File: src/rtl/phy_pll_seq_pkg.sv
`timescale 1ns/1ps
package phy_pll_seq_pkg;

    localparam int DW = 32;
    localparam int AW = 8;
    localparam int MHZ_W = 10;

    localparam logic [AW-1:0] A_STAT = 8'h04;
    localparam logic [AW-1:0] A_GO   = 8'h08;
    localparam logic [AW-1:0] A_CFG1 = 8'h0C;
    localparam logic [AW-1:0] A_CFG2 = 8'h10;
    localparam logic [AW-1:0] A_CFG3 = 8'h14;
    localparam logic [AW-1:0] A_CFG4 = 8'h20;

    typedef enum logic [1:0] {
        ERR_NONE    = 2'd0,
        ERR_NO_RATE = 2'd1,
        ERR_LOCK_TO = 2'd2,
        ERR_PDN_TO  = 2'd3
    } err_e;

    typedef enum logic [3:0] {
        OP_N, OP_DCO, OP_M, OP_MF, OP_SD,
        OP_IDLE_CLR, OP_IDLE_SET, OP_PHY_ON, OP_PHY_OFF
    } op_e;

    typedef struct packed {
        logic [11:0] m;
        logic [7:0]  n;
        logic [17:0] mf;
        logic [7:0]  sd;
        logic [2:0]  dco;
    } pll_cfg_t;

    typedef struct packed {
        logic [AW-1:0] addr;
        logic [DW-1:0] mask;
        logic [DW-1:0] val;
    } rmw_t;

    // Target register, field mask and field value of each read-modify-write step
    function automatic rmw_t op_rmw(op_e op, pll_cfg_t c, logic [MHZ_W-1:0] mhz,
                                    logic [AW-1:0] phy_addr);
        rmw_t r;
        r = '0;
        case (op)
            OP_N:        begin r.addr = A_CFG1; r.mask = 32'h0000_01FE; r.val = DW'(c.n) << 1;   end
            OP_DCO:      begin r.addr = A_CFG2; r.mask = 32'h0000_000E; r.val = DW'(c.dco) << 1; end
            OP_M:        begin r.addr = A_CFG1; r.mask = 32'h001F_FE00; r.val = DW'(c.m) << 9;   end
            OP_MF:       begin r.addr = A_CFG4; r.mask = 32'h0003_FFFF; r.val = DW'(c.mf);       end
            OP_SD:       begin r.addr = A_CFG3; r.mask = 32'h0003_FC00; r.val = DW'(c.sd) << 10; end
            OP_IDLE_CLR: begin r.addr = A_CFG2; r.mask = 32'h0000_0001; r.val = 32'h0;           end
            OP_IDLE_SET: begin r.addr = A_CFG2; r.mask = 32'h0000_0001; r.val = 32'h1;           end
            OP_PHY_ON:   begin r.addr = phy_addr; r.mask = 32'hFFFF_C000; r.val = {mhz, 8'd3, 14'd0}; end
            OP_PHY_OFF:  begin r.addr = phy_addr; r.mask = 32'h003F_C000; r.val = 32'h0;         end
            default:     r = '0;
        endcase
        return r;
    endfunction

endpackage

File: src/rtl/pll_rate_lookup.sv
`timescale 1ns/1ps
module pll_rate_lookup
    import phy_pll_seq_pkg::*;
#(
    parameter int NUM_RATES = 4,
    parameter logic [NUM_RATES-1:0][DW-1:0] RATE_HZ = '0,
    parameter pll_cfg_t [NUM_RATES-1:0] RATE_CFG = '0
)(
    input  logic [DW-1:0]    rate,
    output logic             hit,
    output pll_cfg_t         cfg,
    output logic [MHZ_W-1:0] mhz
);
    logic [NUM_RATES-1:0]             match;
    logic [NUM_RATES-1:0][MHZ_W-1:0] mhz_tbl;

    for (genvar i = 0; i < NUM_RATES; i++) begin : g_ent
        localparam logic [MHZ_W-1:0] ENT_MHZ = MHZ_W'(RATE_HZ[i] / 1000000);
        assign match[i]   = (rate == RATE_HZ[i]);
        assign mhz_tbl[i] = ENT_MHZ;
    end

    // Lowest index wins if the table holds a rate twice
    always_comb begin
        hit = 1'b0;
        cfg = '0;
        mhz = '0;
        for (int i = NUM_RATES - 1; i >= 0; i--) begin
            if (match[i]) begin
                hit = 1'b1;
                cfg = RATE_CFG[i];
                mhz = mhz_tbl[i];
            end
        end
    end
endmodule

File: src/rtl/pll_poll_timer.sv
`timescale 1ns/1ps
module pll_poll_timer #(
    parameter int LIMIT = 100
)(
    input  logic clk,
    input  logic rst,
    input  logic clr,
    input  logic sample,
    output logic exhausted
);
    localparam int CW = $clog2(LIMIT + 1);

    logic [CW-1:0] cnt;

    always_ff @(posedge clk) begin
        if (rst || clr)
            cnt <= '0;
        else if (sample && !exhausted)
            cnt <= cnt + 1'b1;
    end

    assign exhausted = (cnt == CW'(LIMIT));

    // the number of status samples never exceeds the bound
    assert_poll_bound_R4: assert property (@(posedge clk) disable iff (rst)
        cnt <= CW'(LIMIT));
endmodule

File: src/rtl/phy_pll_seq.sv
`timescale 1ns/1ps
module phy_pll_seq
    import phy_pll_seq_pkg::*;
#(
    parameter int NUM_RATES = 4,
    parameter int TIMEOUT_TICKS = 100,
    parameter logic [AW-1:0] PHY_PWR_ADDR = 8'h40,
    parameter logic [NUM_RATES-1:0][DW-1:0] RATE_HZ =
        {32'd26000000, 32'd20000000, 32'd19200000, 32'd12000000},
    parameter pll_cfg_t [NUM_RATES-1:0] RATE_CFG = {
        {12'd1250, 8'd12, 18'd0,     8'd26, 3'd4},
        {12'd1000, 8'd7,  18'd0,     8'd14, 3'd2},
        {12'd1172, 8'd8,  18'd65536, 8'd17, 3'd4},
        {12'd1250, 8'd5,  18'd0,     8'd20, 3'd4}}
)(
    input  logic          clk,
    input  logic          rst,
    input  logic [DW-1:0] sys_rate_hz,
    input  logic          tick_ms,
    input  logic          pwr_on_req,
    input  logic          pwr_off_req,
    output logic          busy,
    output logic          done,
    output logic          err,
    output logic [1:0]    err_code,
    output logic          bus_valid,
    output logic          bus_write,
    output logic [AW-1:0] bus_addr,
    output logic [DW-1:0] bus_wdata,
    input  logic          bus_ready,
    input  logic [DW-1:0] bus_rdata
);
    typedef enum logic [2:0] {
        S_IDLE, S_STAT_RD, S_RMW_RD, S_RMW_WR, S_GO, S_WAIT, S_POLL
    } state_e;

    state_e           state;
    op_e              op_q;
    pll_cfg_t         cfg_q;
    logic [MHZ_W-1:0] mhz_q;
    logic [DW-1:0]    rd_val;
    logic             wait_pdn;
    logic             done_q, err_q;
    err_e             code_q;

    logic             hit;
    pll_cfg_t         lk_cfg;
    logic [MHZ_W-1:0] lk_mhz;
    logic             exhausted;
    logic             poll_met;
    rmw_t             rmw;

    pll_rate_lookup #(
        .NUM_RATES(NUM_RATES), .RATE_HZ(RATE_HZ), .RATE_CFG(RATE_CFG)
    ) u_lookup (
        .rate(sys_rate_hz), .hit(hit), .cfg(lk_cfg), .mhz(lk_mhz)
    );

    pll_poll_timer #(.LIMIT(TIMEOUT_TICKS)) u_timer (
        .clk(clk), .rst(rst),
        .clr(state == S_IDLE),
        .sample(state == S_WAIT && tick_ms),
        .exhausted(exhausted)
    );

    assign rmw      = op_rmw(op_q, cfg_q, mhz_q, PHY_PWR_ADDR);
    assign poll_met = wait_pdn ? (bus_rdata[16] && bus_rdata[15]) : bus_rdata[1];

    always_comb begin
        bus_valid = 1'b1;
        bus_write = 1'b0;
        bus_addr  = A_STAT;
        bus_wdata = '0;
        case (state)
            S_STAT_RD, S_POLL: ;
            S_RMW_RD: bus_addr = rmw.addr;
            S_RMW_WR: begin
                bus_write = 1'b1;
                bus_addr  = rmw.addr;
                bus_wdata = (rd_val & ~rmw.mask) | (rmw.val & rmw.mask);
            end
            S_GO: begin
                bus_write = 1'b1;
                bus_addr  = A_GO;
                bus_wdata = 32'h1;
            end
            default: bus_valid = 1'b0;
        endcase
    end

    always_ff @(posedge clk) begin
        if (rst) begin
            state    <= S_IDLE;
            op_q     <= OP_N;
            cfg_q    <= '0;
            mhz_q    <= '0;
            rd_val   <= '0;
            wait_pdn <= 1'b0;
            done_q   <= 1'b0;
            err_q    <= 1'b0;
            code_q   <= ERR_NONE;
        end else begin
            done_q <= 1'b0;
            err_q  <= 1'b0;
            case (state)
                S_IDLE: begin
                    if (pwr_on_req) begin
                        if (hit) begin
                            cfg_q <= lk_cfg;
                            mhz_q <= lk_mhz;
                            state <= S_STAT_RD;
                        end else begin
                            err_q  <= 1'b1;
                            code_q <= ERR_NO_RATE;
                        end
                    end else if (pwr_off_req) begin
                        op_q  <= OP_PHY_OFF;
                        state <= S_RMW_RD;
                    end
                end
                S_STAT_RD: if (bus_ready) begin
                    op_q  <= bus_rdata[1] ? OP_IDLE_CLR : OP_N;
                    state <= S_RMW_RD;
                end
                S_RMW_RD: if (bus_ready) begin
                    rd_val <= bus_rdata;
                    if (op_q == OP_IDLE_CLR && !bus_rdata[0])
                        op_q <= OP_PHY_ON;
                    else
                        state <= S_RMW_WR;
                end
                S_RMW_WR: if (bus_ready) begin
                    state <= S_RMW_RD;
                    case (op_q)
                        OP_N:        op_q <= OP_DCO;
                        OP_DCO:      op_q <= OP_M;
                        OP_M:        op_q <= OP_MF;
                        OP_MF:       op_q <= OP_SD;
                        OP_SD:       state <= S_GO;
                        OP_PHY_OFF:  op_q <= OP_IDLE_SET;
                        OP_IDLE_CLR: begin state <= S_WAIT; wait_pdn <= 1'b0; end
                        OP_IDLE_SET: begin state <= S_WAIT; wait_pdn <= 1'b1; end
                        default: begin
                            state  <= S_IDLE;
                            done_q <= 1'b1;
                        end
                    endcase
                end
                S_GO: if (bus_ready) begin
                    state    <= S_WAIT;
                    wait_pdn <= 1'b0;
                end
                S_WAIT: if (tick_ms) state <= S_POLL;
                S_POLL: if (bus_ready) begin
                    if (poll_met) begin
                        if (wait_pdn) begin
                            state  <= S_IDLE;
                            done_q <= 1'b1;
                        end else begin
                            op_q  <= OP_PHY_ON;
                            state <= S_RMW_RD;
                        end
                    end else if (exhausted) begin
                        state  <= S_IDLE;
                        err_q  <= 1'b1;
                        code_q <= wait_pdn ? ERR_PDN_TO : ERR_LOCK_TO;
                    end else begin
                        state <= S_WAIT;
                    end
                end
                default: state <= S_IDLE;
            endcase
        end
    end

    assign busy     = (state != S_IDLE);
    assign done     = done_q;
    assign err      = err_q;
    assign err_code = err_q ? code_q : ERR_NONE;

    // an unacknowledged request holds its content
    assert_bus_hold_R8: assert property (@(posedge clk) disable iff (rst)
        (bus_valid && !bus_ready) |=> (bus_valid && $stable(bus_addr)
                                      && $stable(bus_write) && $stable(bus_wdata)));
    // no bus traffic outside a sequence
    assert_idle_quiet_R1: assert property (@(posedge clk) disable iff (rst)
        !busy |-> !bus_valid);
    // unmatched rate fails at once without traffic
    assert_no_rate_R2: assert property (@(posedge clk) disable iff (rst)
        (!busy && pwr_on_req && !hit) |=> (err && err_code == ERR_NO_RATE && !bus_valid));
    // pulse shape and code
    assert_done_pulse_R10: assert property (@(posedge clk) disable iff (rst)
        done |=> !done);
    assert_err_pulse_R10: assert property (@(posedge clk) disable iff (rst)
        err |=> !err);
    assert_err_code_R10: assert property (@(posedge clk) disable iff (rst)
        err |-> (err_code != 2'd0));
    assert_excl_R10: assert property (@(posedge clk) disable iff (rst)
        !(done && err));
endmodule

File: config.mk
export PLATFORM = sky130hd
export DESIGN_NAME = phy_pll_seq
export DESIGN_NICKNAME = d
export VERILOG_FILES = /design/src/rtl/phy_pll_seq_pkg.sv /design/src/rtl/pll_rate_lookup.sv /design/src/rtl/pll_poll_timer.sv /design/src/rtl/phy_pll_seq.sv
export SDC_FILE = /design/constraint.sdc
export NUM_CORES = 1
export LEC_CHECK = 0
export ABC_CLOCK_PERIOD_IN_PS = 4500
export CAP_MARGIN = 30
export CORE_ASPECT_RATIO = 1.25
export CORE_MARGIN = 2
export CORE_UTILIZATION = 40
export DETAILED_ROUTE_END_ITERATION = 7
export SLEW_MARGIN = 30
export SYNTH_ARGS = -nofsm -noshare
export SYNTH_HDL_FRONTEND = slang
export SYNTH_HIERARCHICAL = 1
export SYNTH_SLANG_ARGS = --single-unit
File: constraint.sdc
create_clock -name clk -period 4.5 [get_ports clk]
set_clock_uncertainty 0.15 [all_clocks]
set_input_delay 0.45 -clock clk [delete_from_list [all_inputs] [get_ports clk]]
set_output_delay 0.45 -clock clk [all_outputs]
set_load 0.05 [all_outputs]
==> metrics.sh <==
SYNTH.TOP_CELLS.BY_AREA='sky130_fd_sc_hd__dfxtp_1, sky130_fd_sc_hd__nand2_1, sky130_fd_sc_hd__a21oi_1'
WORST_R2R_ENDPOINT='op_q[0]'
PATH_CELLS='and4b_1 > a31oi_1 > and2_4 > nand2_1 > a31oi_1 > clkdlybuf4s50_1'
GLOBALROUTEOVERFLOWTOTAL=0
LAYOUT_FILLER_CELL_COUNT=1545
PWR-SHARE-SEQ=0.352
FIRST_GLOBAL_VIAS=5226
CLOCK-ROOT-BUFFER='sky130_fd_sc_hd__clkbuf_16'
NUMBER_OF_ANTENNA_VIOLATIONS_AT_THE_FIRST_CHECK_IN_GLOBAL_ROUTING=0
DRIVE_GT1_FRAC=0.0747
ANTENNA_LEFT=0
CORE_AREA_MM2=0.0150
CRITICAL_PATH.REG2REG.STARTPOINT='state[2]'
BUFFER_PORTS.INSERTED=113
TIMING.REG2REG.SETUP_SLACK_NS=2.10
FINAL-MAX-SLEW-VIOLATION-COUNT=0
MULTI_INPUT_AREA_MM2=0.00331
REGAREA_MM2=0.00220
CAP_VIOLATIONS=0
CTS.REPAIR_TIMING.SETUP_BUFFER_COUNT=0
POWER.LEAKAGE_nW=2.40
TIMING.FMAX_GHz=0.263
REPORT.FINAL.SETUP_VIOL=0
SYNTH_AREA_PER_CELL_UM2=7.37
WORST_R2R_PATH_DEPTH=6
OUTCOME='completed'
CHIPHEIGHT_UM=142
FINAL.PERIOD_UTILIZATION=0.846
POWER.INTERNAL_mW=1.86
CRITICAL_PATH.SLOWEST_CELL='sky130_fd_sc_hd__clkdlybuf4s50_1'
HTREE_LEVELS=3
YOSYS_REGISTER_BITS=110
FINALCRITICALPERIOD_NS=3.81
CP-STARTPOINT='op_q[2]'
GRT_FIRST_PASS_WIRELENGTH_MM=27.2
IO-PIN-COUNT=117
POWER_FRAC_CLOCK=0.257
POST-PLACE-CELLS=1063
ANTENNA_CELLS_INSERTED=0
CTS_REPAIR_RESIZE_COUNT=0
YOSYS.AREA.TOP_TYPE_SHARE=0.362
FINALHOLDVIOLATIONS=0
CPPEAKSTAGEDELAY_NS=0.85
RELSLEWSLACK=0.480
DRT_ITER0_MARKERS=357
POST_DP_HPWL_MM=11.9
TIMING.CRITICAL_PATH.TO_TYPE='primary output'
DRT_PRE_ANTENNA_ITERS=4
DIE-WIDTH_UM=114
SYNTH_CELL_TYPE_COUNT=81
FINALNETCOUNT=964
TOTAL_SWITCHING_POWER_mW=1.27
CPMOSTUSEDCELL='sky130_fd_sc_hd__a31oi_1'
STARTING_DENSITY_OF_THE_CORE=0.407
STD_CELL_ROWS=50
WORST_SETUP_PATH_ENDPOINT='bus_wdata[15]'
SYN-CELL-AREA_MM2=0.00608
PATH_CLK_SLEW_NS=0.08
POST_SYNTHESIS_ASYNC_SET_OR_RESET_FLOP_SHARE=0
GRT_SETUP_UNREPAIRED='no'
WIRE_PER_INST_UM=15.7
NUMBER_OF_BUFFERS_INSERTED_BY_HOLD_REPAIR_AT_CTS=0
REMAINING_DRC_ERRORS=0
CTS.SINKS=110
YS_WARN_COUNT=6
GPL.FINAL_WEIGHTED_CONGESTION=0.894
YOSYS.AREA.TOP_TYPE='sky130_fd_sc_hd__dfxtp_1'
AREA.GROWTH.SYNTH_TO_FINAL_PCT=20.6
SYNTH-EDFF-COUNT=0
DIE-AREA_MM2=0.0162
CTS_MAX_PATH_BUFFERS=2
WORST_PIN_SLEW_NS=0.780
PATH_MAX_FANOUT=13
CRITICALPATHCATEGORY='flop to primary output'
VIAS_PER_CELL=5.32
WORST_SKEW_PAIR.LATE_LATENCY_NS=0.36
NUMBER_OF_CLOCK_BUFFERS_INSERTED_BY_TRITONCTS=9
WORSTPATHREQUIRED_NS=3.90
SYNTHCELLS=826
VDD.IR_DROP.WORST_V=0.000232
NETSWITCHINGFRACTION=0.406
ROUTED-VIA-COUNT=5745
PWR-SHARE-COMB=0.390
TIMING.CRITICAL_PATH.ARRIVAL_NS=3.21
CRITPATHLAUNCHTYPE='flop'
FINAL_ROUTED_WIRELENGTH_ACROSS_ALL_METAL_LAYERS_MM=16.9
GRT_USAGE=0.213
SETUP_TOTAL_NEGATIVE_SLACK_NS=0
TRITONCTS_CLOCK_TREE='yes'
PWR_DENSITY_CELL_mW_PER_MM2=428
YS_SEQ_AREA_FRAC=0.362
FINALNONFILLERCELLS=1079
WORSTHOLDPATHTYPE='flop to flop'
LARGEST_NET_DEGREE_AT_THE_START_OF_GLOBAL_ROUTING=61
SYNTH_TOP_FLOP_CELL='sky130_fd_sc_hd__dfxtp_1'
-- power groups by stage --
stage | clock, mW | sequential [mW] | combinational (mW)
3_5_place_dp | 0 | 1.12 | 1.21
6_report | 0.807 | 1.10 | 1.22
5_1_grt | 0.865 | 1.12 | 1.32
3_3_place_gp | 0 | 1.13 | 1.22
4_1_cts | 0.826 | 1.10 | 1.22
2_1_floorplan | 0 | 1.09 | 0.919
-- synth_stat cells, drive strengths merged, types with 9 or more instances --
library cell,count
inv,10
a31oi,9
nor3,14
nor2,23
a21oi,137
buf,73
dfxtp,110
nand2,247
o21ai,13
clkbuf,34
nand3,10
o22ai,12
-- flip-flops by register name, summed over array words and instances, names as in the netlist --
name         count
cfg_q           49
code_q           2
done             1
err              1
mhz_q           10
op_q             4
rd_val          32
state            3
u_timer/cnt      7
wait_pdn         1
-- worst min-delay path by stage --
stage                     startpoint    endpoint  slack (ns)  cells after the start
after floorplan           rd_val[21]  rd_val[21]        0.28                      2
after global placement    rd_val[21]  rd_val[21]        0.29                      2
after detailed placement  rd_val[21]  rd_val[21]        0.30                      2
after CTS                 rd_val[21]  rd_val[21]        0.31                      2
after global routing      rd_val[21]  rd_val[21]        0.32                      2
final                     rd_val[21]  rd_val[21]        0.30                      2
-- critical path: cells and delay by family, from the launching register on --
kind            cells  cell delay (ns)
buf+inv             1             0.85
compound gates      2             0.83
simple gates        3             0.79
flops               1             0.37
-- kinds of logic after synthesis --
logic type | Yosys count | share of synthesized area
AOI/OAI and AO/OA | 220 | 0.219
xor gates and xnor gates | 3 | 0.00432
adders and majority gates | 2 | 0.00411
buffers and inverters | 117 | 0.115
DFF | 110 | 0.362
muxes | 7 | 0.0121
other | 2 | 0.00123
and+or+nand+nor | 365 | 0.283
-- cell type report --
class                   count  share of cell area
clock buffers              10              0.0326
flip-flops and latches    110               0.300
clock inverters             6             0.00733
multi-input cells         632               0.452
well taps                 182              0.0310
inverters                  10             0.00512
repair buffers            129               0.172
-- per-layer routing --
| layer | part of all wire | global-route usage |
|---|---|---|
| met1 | 0.47 | 0.294 |
| met2 | 0.47 | 0.340 |
| met3 | 0.049 | 0.0320 |
| met4 | 0.015 | 0.0706 |
| met5 | 0 | 0 |
-- cells in the final DEF, fill, tap and decap left out, drive strengths merged, types with 5 or more instances in the layout --
cell type / Yosys / final
nand2: 247 / 247
a21oi: 137 / 137
clkdlybuf4s50: 0 / 112
dfxtp: 110 / 110
conb: 2 / 35
nor2: 23 / 23
buf: 73 / 17
nor3: 14 / 14
o21ai: 13 / 13
inv: 10 / 13
o22ai: 12 / 12
nand3: 10 / 10
clkbuf: 34 / 10
a31oi: 9 / 9
o221ai: 8 / 8
a22oi: 8 / 8
nand2b: 7 / 7
and3: 7 / 7
or3: 6 / 6
or2: 6 / 6
nor4: 6 / 6
nor2b: 5 / 5
nand4: 5 / 5
-- stage by stage --
step	utilization	cell area, um2	hold slack, ns	power (mW)	setup slack (ns)
2_1_floorplan	-	6210	0.282	2.01	1.71
3_3_place_gp	0.471	7040	0.291	2.34	0.930
3_5_place_dp	0.471	7040	0.296	2.34	0.827
4_1_cts	0.491	7340	0.306	3.14	0.593
5_1_grt	0.491	7340	0.323	3.30	0.487
6_report	0.491	7340	0.304	3.14	0.695
Power figures use the tool's default switching activity.
